$ cat src/rtl/quad_dds_pkg.sv
package quad_dds_pkg;

  typedef enum logic {SB_UPPER = 1'b0, SB_LOWER = 1'b1} sideband_e;

  // Magnitude of quarter-table entry k, sampled at the centre of its bin.
  function automatic int unsigned quarter_mag(int k, int tbl_bits, int amp, bit use_cos);
    real ang;
    real v;
    ang = 1.5707963267948966 * (real'(k) + 0.5) / real'(1 << tbl_bits);
    v   = use_cos ? $cos(ang) : $sin(ang);
    return $rtoi(real'(amp) * v + 0.5);
  endfunction

  // Table index is read reversed in quadrants 1 and 3 for both waves.
  function automatic logic quad_mirror(logic [1:0] quad);
    return quad[0];
  endfunction

  // Sine is negative in quadrants 2,3; cosine in quadrants 1,2.
  function automatic logic quad_negate(logic [1:0] quad, bit use_cos);
    return use_cos ? (quad[1] ^ quad[0]) : quad[1];
  endfunction

endpackage

$ cat src/rtl/quad_dds_csel_add.sv
module quad_dds_csel_add #(
  parameter int W    = 11,
  parameter int LO_W = 6
) (
  input  logic [W-1:0] a,
  input  logic [W-1:0] b,
  output logic [W-1:0] sum
);
  generate
    if (LO_W >= W || LO_W < 1) begin : g_plain
      assign sum = a + b;
    end else begin : g_split
      localparam int HI_W = W - LO_W;
      logic [LO_W-1:0] lo_sum;
      logic            lo_carry;
      logic [HI_W-1:0] hi_c0;
      logic [HI_W-1:0] hi_c1;
      assign {lo_carry, lo_sum} = {1'b0, a[LO_W-1:0]} + {1'b0, b[LO_W-1:0]};
      // Both upper results are ready before the low carry settles.
      assign hi_c0 = a[W-1:LO_W] + b[W-1:LO_W];
      assign hi_c1 = a[W-1:LO_W] + b[W-1:LO_W] + HI_W'(1);
      assign sum   = {lo_carry ? hi_c1 : hi_c0, lo_sum};
    end
  endgenerate


  always_comb begin
    csel_sum_chk: assert (sum == W'(a + b))
      else $error("carry-select sum mismatch");
  end
endmodule

$ cat src/rtl/quad_dds_phase_acc.sv
module quad_dds_phase_acc #(
  parameter int PHASE_W = 11,
  parameter int LO_W    = 6
) (
  input  logic               clk,
  input  logic               rst,
  input  logic               load,
  input  logic [PHASE_W-1:0] fcw_in,
  output logic [PHASE_W-1:0] phase,
  output logic [PHASE_W-1:0] fcw_q
);
  logic [PHASE_W-1:0] phase_nxt;

  quad_dds_csel_add #(.W(PHASE_W), .LO_W(LO_W)) u_add (
    .a  (phase),
    .b  (fcw_q),
    .sum(phase_nxt)
  );

  always_ff @(posedge clk) begin
    if (rst) begin
      fcw_q <= '0;
      phase <= '0;
    end else begin
      if (load) fcw_q <= fcw_in;
      phase <= phase_nxt;
    end
  end


  fcw_hold_chk: assert property (@(posedge clk) disable iff (rst)
    (!$past(rst) && !$past(load)) |-> $stable(fcw_q))
    else $error("tuning word changed without strobe");


  fcw_take_chk: assert property (@(posedge clk) disable iff (rst)
    (!$past(rst) && $past(load)) |-> (fcw_q == $past(fcw_in)))
    else $error("tuning word not captured");


  phase_step_chk: assert property (@(posedge clk) disable iff (rst)
    !$past(rst) |-> (phase == PHASE_W'($past(phase) + $past(fcw_q))))
    else $error("phase step wrong");
endmodule

$ cat src/rtl/quad_dds_qrom.sv
module quad_dds_qrom #(
  parameter int TBL_BITS = 7,
  parameter int OUT_W    = 10,
  parameter bit USE_COS  = 1'b0
) (
  input  logic [TBL_BITS+1:0]      addr,
  output logic signed [OUT_W-1:0]  val
);
  import quad_dds_pkg::*;

  localparam int DEPTH = 1 << TBL_BITS;
  localparam int MAG_W = OUT_W - 1;
  localparam int AMP   = (1 << MAG_W) - 1;

  logic [MAG_W-1:0] tbl [DEPTH];

  generate
    for (genvar k = 0; k < DEPTH; k++) begin : g_tbl
      localparam int unsigned MAG = quarter_mag(k, TBL_BITS, AMP, USE_COS);
      assign tbl[k] = MAG_W'(MAG);
    end
  endgenerate

  logic [1:0]          quad;
  logic [TBL_BITS-1:0] idx;
  logic [TBL_BITS-1:0] rd_idx;
  logic                mirror_ev;
  logic                negate_ev;
  logic [MAG_W-1:0]    mag;

  assign quad      = addr[TBL_BITS+1:TBL_BITS];
  assign idx       = addr[TBL_BITS-1:0];
  assign mirror_ev = quad_mirror(quad);
  assign negate_ev = quad_negate(quad, USE_COS);
  assign rd_idx    = mirror_ev ? ~idx : idx;
  assign mag       = tbl[rd_idx];
  assign val       = negate_ev ? -$signed({1'b0, mag}) : $signed({1'b0, mag});


  always_comb begin
    rom_range_chk: assert (val != {1'b1, {MAG_W{1'b0}}})
      else $error("table output at negative full scale");
  end
endmodule

$ cat src/rtl/quad_dds.sv
module quad_dds #(
  parameter int PHASE_W   = 11,
  parameter int OUT_W     = 10,
  parameter int TBL_BITS  = 7,
  parameter int CSEL_LO_W = 6
) (
  input  logic               clk,
  input  logic               rst,
  input  logic               fcw_load,
  input  logic [PHASE_W-1:0] fcw_in,
  input  logic               sb_lower,
  output logic [OUT_W-1:0]   i_out,
  output logic [OUT_W-1:0]   q_out
);
  import quad_dds_pkg::*;

  localparam int ADDR_W = TBL_BITS + 2;

  logic [PHASE_W-1:0]      phase;
  logic [PHASE_W-1:0]      fcw_q;
  logic [ADDR_W-1:0]       rom_addr;
  logic signed [OUT_W-1:0] sin_val;
  logic signed [OUT_W-1:0] cos_val;
  logic signed [OUT_W-1:0] q_nxt;
  sideband_e               sb_sel;

  quad_dds_phase_acc #(.PHASE_W(PHASE_W), .LO_W(CSEL_LO_W)) u_acc (
    .clk   (clk),
    .rst   (rst),
    .load  (fcw_load),
    .fcw_in(fcw_in),
    .phase (phase),
    .fcw_q (fcw_q)
  );

  assign rom_addr = phase[PHASE_W-1 -: ADDR_W];

  generate
    if (PHASE_W > ADDR_W) begin : g_trunc
      logic unused_phase_lsbs;
      assign unused_phase_lsbs = ^{phase[PHASE_W-ADDR_W-1:0], fcw_q};
    end else begin : g_full
      logic unused_fcw;
      assign unused_fcw = ^fcw_q;
    end
  endgenerate

  quad_dds_qrom #(.TBL_BITS(TBL_BITS), .OUT_W(OUT_W), .USE_COS(1'b0)) u_sin (
    .addr(rom_addr),
    .val (sin_val)
  );

  quad_dds_qrom #(.TBL_BITS(TBL_BITS), .OUT_W(OUT_W), .USE_COS(1'b1)) u_cos (
    .addr(rom_addr),
    .val (cos_val)
  );

  assign sb_sel = sideband_e'(sb_lower);
  assign q_nxt  = (sb_sel == SB_LOWER) ? -cos_val : cos_val;

  always_ff @(posedge clk) begin
    if (rst) begin
      i_out <= '0;
      q_out <= '0;
    end else begin
      i_out <= sin_val;
      q_out <= q_nxt;
    end
  end


  i_track_chk: assert property (@(posedge clk) disable iff (rst)
    !$past(rst) |-> ($signed(i_out) == $past(sin_val)))
    else $error("I output does not follow sine table");


  q_upper_chk: assert property (@(posedge clk) disable iff (rst)
    (!$past(rst) && !$past(sb_lower)) |-> ($signed(q_out) == $past(cos_val)))
    else $error("Q output wrong in upper sideband");


  q_lower_chk: assert property (@(posedge clk) disable iff (rst)
    (!$past(rst) && $past(sb_lower)) |-> ($signed(q_out) == -$past(cos_val)))
    else $error("Q output not negated in lower sideband");


  freeze_chk: assert property (@(posedge clk) disable iff (rst)
    (!$past(rst) && !$past(fcw_load) && (fcw_q == '0)) |-> $stable(phase))
    else $error("phase moved with zero word");
endmodule

$ cat config.mk
export PLATFORM = sky130hd
export DESIGN_NAME = quad_dds
export DESIGN_NICKNAME = d
export VERILOG_FILES = /design/src/rtl/quad_dds_pkg.sv /design/src/rtl/quad_dds_csel_add.sv /design/src/rtl/quad_dds_phase_acc.sv /design/src/rtl/quad_dds_qrom.sv /design/src/rtl/quad_dds.sv
export SDC_FILE = /design/constraint.sdc
export NUM_CORES = 1
export LEC_CHECK = 0
export BUFFER_PORTS_ARGS = -buffer_cell sky130_fd_sc_hd__buf_2
export CAP_MARGIN = 15
export CORE_MARGIN = 1
export CORE_UTILIZATION = 38
export DETAILED_ROUTE_END_ITERATION = 8
export PLACE_DENSITY_LB_ADDON = 0.12
export SYNTH_ARGS = -nofsm -noshare
export SYNTH_HDL_FRONTEND = slang
export SYNTH_SLANG_ARGS = --single-unit
$ cat constraint.sdc
create_clock -name clk -period 5.4 [get_ports clk]
set_input_delay 0.54 -clock clk [delete_from_list [all_inputs] [get_ports clk]]
set_output_delay 0.54 -clock clk [all_outputs]
set_load 0.02 [all_outputs]
# Word-level counts from Yosys, hierarchy flattened
# Memories as Yosys holds them, arrays and structs flattened.
# Cells that the tools add are included.
# word_totals
mem_count,2
output_inout_bits,20
in_bits,15
wordCells,28
ff_bits,42
mem_bits_ro,2304
# op_classes
addsub,6
n_bitwise,4
order_cmp,1
n_mux,9
n_reduce_logical,1
# memory_table
name,words,word_bits,read_ports,rd_ports_with_merged_regs,write_ports,line,text
(name not given),128,9,1,0,0,quad_dds_qrom.sv:36,assign mag = tbl[rd_idx];
(name not given),128,9,1,0,0,quad_dds_qrom.sv:36,
# ops
cell,n
9-bit 2-to-1 mux,5
10-bit 2-to-1 mux,2
9-bit negator with 10-bit output,2
10-bit negator,1
"8-bit >= comparator, second input constant",1
7-bit inverter with 8-bit output,1
6-bit by 6-bit adder with 7-bit output,1
7-bit 2-to-1 mux,1
7-bit inverter,1
"5-bit by 1-bit adder with 5-bit output, second input constant",1
5-bit adder,1
5-bit 2-to-1 mux,1
2-bit OR reduction,1
1-bit inverter,1
1-bit bitwise XOR,1

# Longest topological paths before layout
# Gate-level depths: netlist of run 1.
# depth
ltp_word,10
mapped_depth,23
mapped_depth_nobuf,17

# Cells and area by module
# A second synthesis of run 1 with hierarchy kept.
# hier_totals
cells_unflattened,1137
hier_area_um2,8222.9
# by_module_without_submodules
mod,n_inst,seq_area_each_um2,area_per_inst_um2,cells_each
quad_dds_qrom at u_sin,1,0.0,3188.1,479
quad_dds_qrom at u_cos,1,0.0,3114.2,473
quad_dds,1,400.4,774.5,76
quad_dds_phase_acc,1,440.4,681.9,58
quad_dds_csel_add,1,0.0,464.2,51

# Least setup slack after synthesis of run 1
# Ideal clock, no wire load.
# synth_path
path_kind,reg2reg
from,register u_acc.phase[9]
to,register q_out[9]
required_time_ns,5.273
path_buffers,7
synth_period_minus_slack_ns,4.755
path_stages_with_launch,21
arrival_ns,4.628
slack_ns,0.645
setup_time_ns,0.127
path_cell_list,dfxtp_1 buf_6 buf_6 buf_6 buf_6 buf_2 buf_4 clkbuf_1 nand2_1 a21boi_0 ha_1 a221o_1 or3_1 a211oi_2 inv_1 ha_1 nor4b_1 o31ai_1 nor3_1 a21oi_1 or3b_1
# synth_between
elab_chain_cells,9
word_cells_on_any_way,10
cone_classes,add/sub (2); mux (5); bitwise (2); memory (1)
# synth_lines
element,line,text
start: declaration,quad_dds_phase_acc.sv:9,"output logic [PHASE_W-1:0] phase,"
start signal: assignment,quad_dds_phase_acc.sv:26,phase <= phase_nxt;
7-bit 2-to-1 mux,quad_dds_qrom.sv:35,assign rd_idx = mirror_ev ? ~idx : idx;
7-bit inverter with 8-bit output (not written as such),quad_dds_qrom.sv:36,
memory read 128 x 9 bit,-,
9-bit 2-to-1 mux (not written as such) (2 in series),quad_dds_qrom.sv:36,
9-bit negator with 10-bit output,quad_dds_qrom.sv:37,"assign val = negate_ev ? -$signed({1'b0, mag}) : $signed({1'b0, mag});"
10-bit 2-to-1 mux (*),quad_dds_qrom.sv:37,
10-bit negator,quad_dds.sv:59,assign q_nxt = (sb_sel == SB_LOWER) ? -cos_val : cos_val;
10-bit 2-to-1 mux (*),quad_dds.sv:59,
end signal: assignment,quad_dds.sv:67,q_out <= q_nxt;
end: declaration,quad_dds.sv:13,output logic [OUT_W-1:0] q_out
# Every way passes the cells marked *; elsewhere a longest branch is shown, timed or not. The select of a mux whose other input is x is not followed.
# A chain may end at the register's enable or synchronous reset.

# Worst setup path after layout of run 1
# layout_path
from,register u_acc.phase[2]
to,register q_out[9]
# layout_between
elab_chain_cells,10
# layout_lines
element,line
7-bit inverter,quad_dds_qrom.sv:35
7-bit 2-to-1 mux (*),quad_dds_qrom.sv:35
7-bit inverter with 8-bit output (not written as such) (*),quad_dds_qrom.sv:36
memory read 128 x 9 bit (*),-
9-bit 2-to-1 mux (not written as such) (*) (2 in series),quad_dds_qrom.sv:36
9-bit negator with 10-bit output,quad_dds_qrom.sv:37
10-bit 2-to-1 mux (*),quad_dds_qrom.sv:37
10-bit negator,quad_dds.sv:59
10-bit 2-to-1 mux (*),quad_dds.sv:59
# Marked as above.

==> impl_metrics.py, run 1 <==
metrics = {
    "outcome": {
        "status": "finished clean",
    },
    "min_path": {
        "whs_endpoint": "u_acc.fcw_q[7]$_SDFFE_PP0P_",
        "worst_hold_path_type": "primary input to flip-flop",
        "min_delay_path_depth": 3,
        "min_from": "fcw_in[7]",
    },
    "layout": {
        "antenna_cells": 0,
        "syn2layout_area_growth_pct": 5.61,
        "nFillCells": 1854,
        "final_area_um2": 7160,
        "seqCellArea_um2": 853,
        "drive_above_1_share_pct": 14.5,
        "nets": 963,
        "multi_input_area_um2": 5300,
    },
    "die": {
        "initial_core_util_pct": 39.1,
        "core-area_um2": 17400,
        "die_w_um": 136,
        "io_pins": 35,
        "die_h_um": 136,
        "dieArea_um2": 18400,
        "num_rows": 48,
    },
    "job": {
        "max_cap_violations": 0,
    },
    "timing": {
        "slew_violations": 0,
        "period_share_pct": 87.7,
        "timing.final.ws_setup_ns": 0.662,
        "fin_worst_skew_ns": 0.00731,
        "worstMarginPinSlew_ns": 0.915,
        "fmax_mhz": 211,
        "hold_slack_ns": 0.485,
        "rsz0062_at_grt": "no",
        "post-route-min-period_ns": 4.74,
        "fin_setup_tns_ns": 0,
        "hold_viol": 0,
        "maxSlewHeadroom_pct": 38.9,
        "setup_viol": 0,
    },
    "worst_setup_path": {
        "cp.arrival_ns": 4.90,
        "worst_r2r_path_depth": 14,
        "critPathMaxFanout": 22,
        "setup.worst_path.class": "flip-flop to flip-flop",
        "reg2reg_from": "u_acc.phase[2]$_SDFF_PP0_",
        "critPathCaptureType": "flip-flop",
        "crit_required_ns": 5.56,
        "r2r-end": "q_out[9]$_SDFF_PP0_",
        "r2r_slack_ns": 0.66,
        "cp-start-kind": "flip-flop",
    },
    "power": {
        "vdd_drop_max_uv": 226,
        "comb_power_share_pct": 70.0,
        "leakagePower_uw": 0.00277,
        "p_int_uw": 1310,
        "switching_share_pct": 52.5,
        "p_seq_share_pct": 16.4,
        "power.clock.fraction_pct": 13.6,
        "p_per_area_nw_per_um2": 385,
        "p_sw_uw": 1450,
    },
    "synthesis": {
        "ys_async_sr_fraction_pct": 0,
        "synthTopCellsByArea": "dfxtp_1 12%, a21oi_1 5.8%, nor2_1 5.1%, ha_1 4.6%, o21ai_0 4.4%",
        "yosysWarnings": 0,
        "ys_seq_area_share_pct": 12.4,
        "ys_ff_latch": 42,
        "netlist_area_um2": 6780,
        "synth_nets": 978,
        "synth_edf_count": 0,
        "synth.top_cell.area_share_pct": 12.4,
        "synth_flop_cell": "dfxtp_1",
        "avgSynthCellArea_um2": 7.25,
        "synth_cells": 936,
        "post-synth-top-count-cell": "nor2_1",
        "ys_top_cells_by_count": "93 x nor2_1, 78 x a21oi_1, 59 x o21ai_0",
        "synth_cell_type_count": 102,
        "synth_top_area_cell": "dfxtp_1",
    },
    "cts": {
        "clkSlewWorstSetupHoldPaths_ns": 0.07,
        "h-tree-depth": 2,
        "post-cts-setup-buffers": 0,
        "cts_root_buf": "clkbuf_16",
        "tritoncts": "built",
        "cts_resized": 0,
        "insertion_delay_ns": 0.29,
        "cts_made_buffers": 5,
        "postCtsHoldBufs": 0,
        "clock-sinks": 42,
        "cts_buffer_depth": 2,
    },
    "global_route": {
        "grt_max_degree": 81,
        "grtUsageTotal_pct": 29.9,
        "gr-total-overflow": 0,
        "grt_pass1_wl_um": 42100,
        "grt_pass1_vias": 6949,
        "grt_antenna_before_repair": 0,
    },
    "placed_design": {
        "placed_cell_area_um2": 6970,
        "hpwl_um": 19800,
        "dp_slack_ns": 0.733,
        "numPortBuffers": 34,
        "place.gp.congestion": 1.03,
    },
    "drt": {
        "drt_wl_total_um": 27500,
        "drc": 0,
        "drt-initial-drc-count": 1119,
        "avgViaCountPerCell": 6.70,
        "vias": 7680,
        "drtAntennaViolNets": 0,
        "post_drt_wl_per_cell_um": 24.0,
        "first_pass_iters": 6,
    },
}
## how the worst max path moves through the flow
stage / from / endpoint / slack (ns) / cells past startpoint
finish: u_acc.phase[2]$_SDFF_PP0_ / q_out[9]$_SDFF_PP0_ / 0.66 / 14
global placement: u_acc.phase[2]$_SDFF_PP0_ / q_out[9]$_SDFF_PP0_ / 0.86 / 14
global route: u_acc.phase[2]$_SDFF_PP0_ / q_out[9]$_SDFF_PP0_ / 0.34 / 14
detailed placement: u_acc.phase[2]$_SDFF_PP0_ / q_out[9]$_SDFF_PP0_ / 0.73 / 14
floorplan: u_acc.phase[9]$_SDFF_PP0_ / q_out[9]$_SDFF_PP0_ / 0.65 / 20
CTS: u_acc.phase[2]$_SDFF_PP0_ / q_out[9]$_SDFF_PP0_ / 0.71 / 14
## through the flow
step	utilization (%)	total power, µW	std cells
final	41.3	2760	1147
after global routing	41.3	2930	1147
after CTS	41.3	2710	1147
after detailed placement	40.2	2330	1139
after global placement	40.2	2350	1139
after floorplan	-	1810	936
## cell families (layout without fill, tap and decap cells)
kind of cell / count (synthesis) / count (layout) / share of synthesized area, %
mux: 29 / 29 / 4.39
simple gates: 324 / 324 / 25.6
fa+ha+maj: 28 / 28 / 5.37
xor+xnor: 43 / 43 / 5.77
flops: 42 / 42 / 12.4
compound gates: 358 / 358 / 36.9
buf+inv: 112 / 98 / 9.54
## cell usage in the layout, fill, tap and decap left out, types with 7 or more instances in the layout
master / count
o21ai_0: 59
o21a_1: 8
a211o_1: 8
a221oi_1: 8
a21oi_1: 78
nor2b_1: 26
nor2_1: 93
or3_1: 11
ha_1: 25
and2_1: 8
buf_2: 34
nand3b_1: 7
xnor2_1: 28
o211ai_1: 12
dfxtp_1: 36
o221ai_1: 15
a21o_1: 13
o31ai_1: 12
buf_4: 35
nand3_1: 16
a211oi_1: 11
inv_1: 14
a31oi_1: 18
mux2i_1: 23
nand2_1: 50
o21ai_1: 7
nor3_1: 20
a22oi_1: 9
o22ai_1: 24
nand2b_1: 28
xor2_1: 13
or2_2: 10
## power groups by stage
stage	Sequential, µW	Clock [µW]	Combinational, µW
finish	452	376	1930
global route	464	404	2060
CTS	451	388	1880
detailed placement	457	0	1870
global placement	457	0	1890
floorplan	485	0	1330
## metal layers
metal | vias to the layer above | part of all wire, % | GRT usage, %
met3 | 131 | 11 | 7.97
met1 | 3529 | 41 | 39.9
li1 | 3484 | - | -
met4 | 0 | 5.6 | 14.7
met2 | 536 | 42 | 43.8
met5 | - | 0 | 0
## state kept, by name, summed over array words and instances (netlist names)
register,count
u_acc.phase,11
q_out,10
i_out,10
u_acc.fcw_q,11
## critical path: stages (launching register included)
cell	delay, ns
dfxtp_2	0.59
and2_1	0.29
nand2_1	0.08
a21boi_0	0.20
ha_1	0.42
a221o_1	0.37
or3_1	0.38
a211oi_2	0.43
inv_1	0.22
ha_1	0.37
nor4b_1	0.31
o31ai_1	0.16
nor3_1	0.33
a21oi_1	0.11
or3b_1	0.35
## area by class of cell
cell class | count | area share, %
multi-input cells | 782 | 73.9
flip-flops and latches | 42 | 11.9
repair buffers | 71 | 6.60
well taps | 225 | 3.93
clock buffers | 6 | 2.10
inverters | 19 | 0.996
clock inverters | 2 | 0.541
Note: power is estimated with default switching activity, not from simulation.
==> run 2: changes to the inputs <==
--- a/config.mk
+++ b/config.mk
@@ -7,10 +7,13 @@
 export LEC_CHECK = 0
 export BUFFER_PORTS_ARGS = -buffer_cell sky130_fd_sc_hd__buf_2
 export CAP_MARGIN = 15
+export CELL_PAD_IN_SITES_DETAIL_PLACEMENT = 0
+export CELL_PAD_IN_SITES_GLOBAL_PLACEMENT = 1
 export CORE_MARGIN = 1
 export CORE_UTILIZATION = 38
 export DETAILED_ROUTE_END_ITERATION = 8
 export PLACE_DENSITY_LB_ADDON = 0.12
+export REMOVE_ABC_BUFFERS = 1
 export SYNTH_ARGS = -nofsm -noshare
 export SYNTH_HDL_FRONTEND = slang
 export SYNTH_SLANG_ARGS = --single-unit
==> impl_metrics.py, run 2 (same netlist as run 1, synthesis figures left out) <==
metrics = {
    "worst_setup_path": {
        "r2r_slack_ns": 0.64,
        "cp-start-kind": "flip-flop",
        "path_buf_inv": 2,
        "r2r-end": "q_out[9]$_SDFF_PP0_",
        "cp.arrival_ns": 4.93,
        "critPathTopFamily": "simple AND/OR/NAND/NOR gates",
        "path_cells": "xor2_1, inv_1, ha_1, a221o_1, or3_1, a211oi_2, inv_1, ha_1, nor4b_1, o31ai_1, nor3_1, a21oi_1, or3b_1",
        "worstSetupStartpoint": "u_acc.phase[9]$_SDFF_PP0_",
        "critPathCaptureType": "flip-flop",
        "cp_slowest_cell": "dfxtp_4",
        "setup.worst_path.class": "flip-flop to flip-flop",
        "reg2reg_from": "u_acc.phase[9]$_SDFF_PP0_",
        "critPathMaxFanout": 16,
        "worst_r2r_path_depth": 13,
        "crit_required_ns": 5.57,
        "critical-path-max-stage-delay_ns": 0.49,
    },
    "power": {
        "vdd_drop_max_uv": 182,
        "leakagePower_uw": 0.00276,
        "p_per_area_nw_per_um2": 392,
    },
    "global_route": {
        "gr-total-overflow": 0,
        "grtUsageTotal_pct": 31.7,
        "grt_pass1_wl_um": 43700,
        "grt_max_degree": 87,
        "grt_pass1_vias": 7063,
        "grt_antenna_before_repair": 3,
    },
    "layout": {
        "nFillCells": 1860,
        "fin_cells": 1145,
        "final_common_cell": "nor2_1",
        "seqCellArea_um2": 853,
        "drive_above_1_share_pct": 14.3,
        "final_area_um2": 7160,
        "reg_top3": "u_acc.fcw_q: 11 flops, u_acc.phase: 11 flops",
        "syn2layout_area_growth_pct": 5.50,
        "mostFrequentLayoutCells": "93 x nor2_1, 78 x a21oi_1, 59 x o21ai_0",
        "nets": 960,
        "utilization_pct": 41.2,
        "multi_input_area_um2": 5300,
    },
    "die": {
        "die_w_um": 136,
        "initial_core_util_pct": 39.1,
        "num_rows": 48,
        "dieArea_um2": 18400,
        "io_pins": 35,
        "core-area_um2": 17400,
        "die_h_um": 136,
    },
    "min_path": {
        "worst_hold_path_type": "primary input to flip-flop",
        "min_delay_path_depth": 3,
        "whs_endpoint": "u_acc.fcw_q[4]$_SDFFE_PP0P_",
        "min_from": "fcw_in[4]",
    },
    "drt": {
        "drtAntennaViolNets": 0,
        "first_pass_iters": 7,
        "drt-initial-drc-count": 1077,
        "avgViaCountPerCell": 6.78,
        "post_drt_wl_per_cell_um": 25.6,
        "drt_wl_total_um": 29300,
        "vias": 7767,
        "drc": 0,
    },
    "timing": {
        "post-route-min-period_ns": 4.76,
        "fin_setup_tns_ns": 0,
        "slew_violations": 0,
        "setup_viol": 0,
        "worstMarginPinSlew_ns": 0.802,
        "fmax_mhz": 210,
        "maxSlewHeadroom_pct": 46.3,
        "hold_viol": 0,
        "period_share_pct": 88.1,
        "fin_worst_skew_ns": 0.00259,
        "rsz0062_at_grt": "no",
    },
    "cts": {
        "postCtsHoldBufs": 0,
        "post-cts-setup-buffers": 0,
        "clock-sinks": 42,
        "cts_root_buf": "clkbuf_16",
        "tritoncts": "built",
        "insertion_delay_ns": 0.29,
        "cts_resized": 0,
        "cts_buffer_depth": 2,
        "cts_made_buffers": 5,
        "h-tree-depth": 2,
        "clkSlewWorstSetupHoldPaths_ns": 0.06,
    },
    "placed_design": {
        "dp.cells": 1136,
        "place.gp.congestion": 0.990,
        "numPortBuffers": 34,
        "hpwl_um": 21200,
        "placed_cell_area_um2": 6960,
    },
    "job": {
        "max_cap_violations": 0,
    },
    "outcome": {
        "status": "finished clean",
    },
}
[run 2: changes by cell type in the layout (fill, tap and decap cells not counted)]
cell / previous run / this run
buf_4: 35 / 31
buf_12: 2 / 3
diode_2: 0 / 1
[run 2: where the power goes]
part	internal, µW	switching, µW
registers	382	59.1
logic	685	1300
clock network	247	127
total	1310	1490
[run 2: worst max-delay path by stage]
stage	end	slack, ns	depth (start not counted)
2_1_floorplan	q_out[9]$_SDFF_PP0_	-0.76	14
3_3_place_gp	q_out[9]$_SDFF_PP0_	0.76	13
3_5_place_dp	q_out[9]$_SDFF_PP0_	0.69	13
4_1_cts	q_out[9]$_SDFF_PP0_	0.66	13
5_1_grt	q_out[9]$_SDFF_PP0_	0.17	13
6_report	q_out[9]$_SDFF_PP0_	0.64	13
[run 2: worst min-delay path, cell delays in order]
cell,delay (ns)
buf_2,0.08
mux2i_1,0.05
nor2_1,0.07
[run 2: per-stage QoR]
step / power, µW / hold slack, ns / setup WS [ns]
floorplan: 1720 / 0.465 / -0.756
global placement: 2380 / 0.484 / 0.758
detailed placement: 2370 / 0.498 / 0.691
CTS: 2760 / 0.487 / 0.659
global route: 2970 / 0.490 / 0.174
finish: 2800 / 0.491 / 0.642
[run 2: layout make-up]
| cell class | count | area share [%] |
|---|---|---|
| repair buffers | 68 | 6.47 |
| flip-flops and latches | 42 | 11.9 |
| clock buffers | 6 | 2.10 |
| clock inverters | 2 | 0.542 |
| multi-input cells | 782 | 74.0 |
| diodes | 1 | 0.0350 |
| inverters | 19 | 0.997 |
| well taps | 225 | 3.93 |
[run 2: layer usage]
layer  vias up  global-route usage, %  part of all wire (%)
li1       3490                      -                     -
met1      3690                   42.5                    42
met2       499                   47.1                    43
met3        86                   9.58                    11
met4         2                   12.2                   4.1
met5         -                      0                 0.048
==> run 3: changes to the inputs <==
==> constraint.sdc (replaced) <==
create_clock -name clk -period 4.76 [get_ports clk]
set_input_delay 0.476 -clock clk [delete_from_list [all_inputs] [get_ports clk]]
set_output_delay 0.476 -clock clk [all_outputs]
set_load 0.02 [all_outputs]
==> impl_metrics.py, run 3 (same netlist as run 1, synthesis figures left out) <==
metrics = {
    "drt": {
        "drtAntennaViolNets": 0,
        "drt_wl_total_um": 31300,
        "avgViaCountPerCell": 6.76,
        "first_pass_iters": 6,
        "post_drt_wl_per_cell_um": 26.4,
        "drt-initial-drc-count": 1040,
        "vias": 7999,
        "drc": 0,
    },
    "global_route": {
        "gr-total-overflow": 0,
        "grt_pass1_wl_um": 46600,
        "grt_max_degree": 49,
        "grt_antenna_before_repair": 0,
        "grtUsageTotal_pct": 34.0,
        "grt_pass1_vias": 7391,
    },
    "worst_setup_path": {
        "cp-start-kind": "flip-flop",
        "cp.arrival_ns": 4.62,
        "critPathMaxFanout": 15,
        "r2r-end": "q_out[8]$_SDFF_PP0_",
        "path_cells": "nor2b_1, or2_2, inv_1, ha_1, or2_2, a21oi_1, nand3_1, a22oi_1, a211oi_2, nor2_1, ha_1, nand3_1, o31ai_1, xnor2_1, o21ai_1, a211oi_2, mux2_1",
        "critical-path-max-stage-delay_ns": 0.54,
        "reg2reg_from": "u_acc.phase[2]$_SDFF_PP0_",
        "cp_slowest_cell": "dfxtp_2",
        "worst_r2r_path_depth": 17,
        "path_buf_inv": 1,
        "setup.worst_path.class": "flip-flop to flip-flop",
        "crit_required_ns": 4.94,
        "critPathCaptureType": "flip-flop",
        "r2r_slack_ns": 0.32,
        "critPathTopFamily": "compound AO/OA/AOI/OAI gates",
    },
    "power": {
        "comb_power_share_pct": 71.6,
        "p_int_uw": 1560,
        "power.clock.fraction_pct": 13.0,
        "total_power_uw": 3320,
        "p_sw_uw": 1760,
        "vdd_drop_max_uv": 264,
        "p_seq_share_pct": 15.4,
        "p_per_area_nw_per_um2": 445,
        "leakagePower_uw": 0.00296,
        "switching_share_pct": 52.9,
    },
    "cts": {
        "cts_root_buf": "clkbuf_16",
        "insertion_delay_ns": 0.29,
        "postCtsHoldBufs": 0,
        "h-tree-depth": 2,
        "tritoncts": "built",
        "clkSlewWorstSetupHoldPaths_ns": 0.06,
        "cts_made_buffers": 5,
        "clock-sinks": 42,
        "cts_buffer_depth": 2,
    },
    "min_path": {
        "min_from": "fcw_in[10]",
        "min_delay_path_depth": 3,
        "worst_hold_path_type": "primary input to flip-flop",
        "whs_endpoint": "u_acc.fcw_q[10]$_SDFFE_PP0P_",
    },
    "layout": {
        "mostFrequentLayoutCells": "93 x nor2_1, 78 x a21oi_1, 70 x buf_4",
        "reg_top3": "u_acc.fcw_q: 11 flops, u_acc.phase: 11 flops",
        "fin_cells": 1184,
        "nets": 1000,
        "final_common_cell": "nor2_1",
        "drive_above_1_share_pct": 17.9,
        "antenna_cells": 0,
        "syn2layout_area_growth_pct": 10.1,
        "nFillCells": 1847,
    },
    "timing": {
        "setup_viol": 0,
        "worstMarginPinSlew_ns": 0.785,
        "rsz0062_at_grt": "no",
        "hold_viol": 0,
        "maxSlewHeadroom_pct": 46.2,
        "fin_setup_tns_ns": 0,
        "post-route-min-period_ns": 4.44,
        "fmax_mhz": 225,
        "fin_worst_skew_ns": 0.00462,
        "slew_violations": 0,
        "period_share_pct": 93.4,
    },
    "outcome": {
        "status": "finished clean",
    },
    "die": {
        "die_h_um": 136,
        "initial_core_util_pct": 39.1,
        "io_pins": 35,
        "dieArea_um2": 18400,
        "die_w_um": 136,
        "core-area_um2": 17400,
        "num_rows": 48,
    },
    "placed_design": {
        "dp.cells": 1176,
        "hpwl_um": 23900,
        "numPortBuffers": 34,
        "place.gp.congestion": 1.04,
    },
    "job": {
        "max_cap_violations": 0,
    },
}
run 3: cell count changes in the layout (fill, tap and decap cells not counted), sizes merged:
cell | before | now
buf | 68 | 108
diode | 1 | 0
run 3: what timing repair did:
item	4_1_cts	5_1_grt
hold endpoints to repair	0	0
setup buffers	0	0
resized for setup	0	2
setup endpoints to repair	0	1
run 3: worst max path at each step:
stage / startpoint / to / slack [ns] / cells after the start
floorplan: u_acc.phase[9]$_SDFF_PP0_ / q_out[9]$_SDFF_PP0_ / -1.40 / 14
global placement: u_acc.phase[3]$_SDFF_PP0_ / q_out[9]$_SDFF_PP0_ / 0.57 / 14
detailed placement: u_acc.phase[2]$_SDFF_PP0_ / q_out[8]$_SDFF_PP0_ / 0.43 / 17
CTS: u_acc.phase[2]$_SDFF_PP0_ / q_out[8]$_SDFF_PP0_ / 0.40 / 17
global route: u_acc.phase[2]$_SDFF_PP0_ / q_out[8]$_SDFF_PP0_ / 0.02 / 17
finish: u_acc.phase[2]$_SDFF_PP0_ / q_out[8]$_SDFF_PP0_ / 0.32 / 17
run 3: routing by layer:
layer / track usage, % / vias to the layer above / wire, µm
met5: 0 / - / 0
met4: 12.5 / 0 / 1270
met3: 9.20 / 87 / 3610
met2: 50.4 / 522 / 13300
met1: 46.5 / 3835 / 13100
li1: - / 3555 / -
run 3: final cells by class:
| cell class | count | area, µm² | share of cell area, % |
|---|---|---|---|
| Inverter | 19 | 71.3 | 0.955 |
| Timing Repair Buffer | 108 | 776 | 10.4 |
| Tap cell | 225 | 282 | 3.77 |
| Sequential cell | 42 | 853 | 11.4 |
| Clock buffer | 6 | 150 | 2.01 |
| Multi-Input combinational cell | 782 | 5300 | 70.9 |
| Clock inverter | 2 | 38.8 | 0.519 |
run 3: per-stage QoR:
stage               setup slack [ns]  util (%)  hold slack (ns)  area, µm²
finish                         0.315      43.0            0.423       7470
global route                  0.0189      43.0            0.428       7470
CTS                            0.399      43.0            0.421       7470
detailed placement             0.427      41.9            0.489       7280
global placement               0.566      41.9            0.483       7280
floorplan                      -1.40         -            0.465       6210
run 3: tightest hold or removal path, delay by kind of cell:
family	cells	cell delay, ns
buffers and inverters	1	0.07
AND/OR/NAND/NOR	1	0.08
multiplexers	1	0.05
run 3: power by group through the flow:
stage / Combinational, µW / Clock, µW / Sequential (µW)
after floorplan: 1290 / 0 / 665
after global placement: 2320 / 0 / 516
after detailed placement: 2290 / 0 / 517
after CTS: 2300 / 443 / 510
after global routing: 2520 / 460 / 521
final: 2380 / 433 / 510
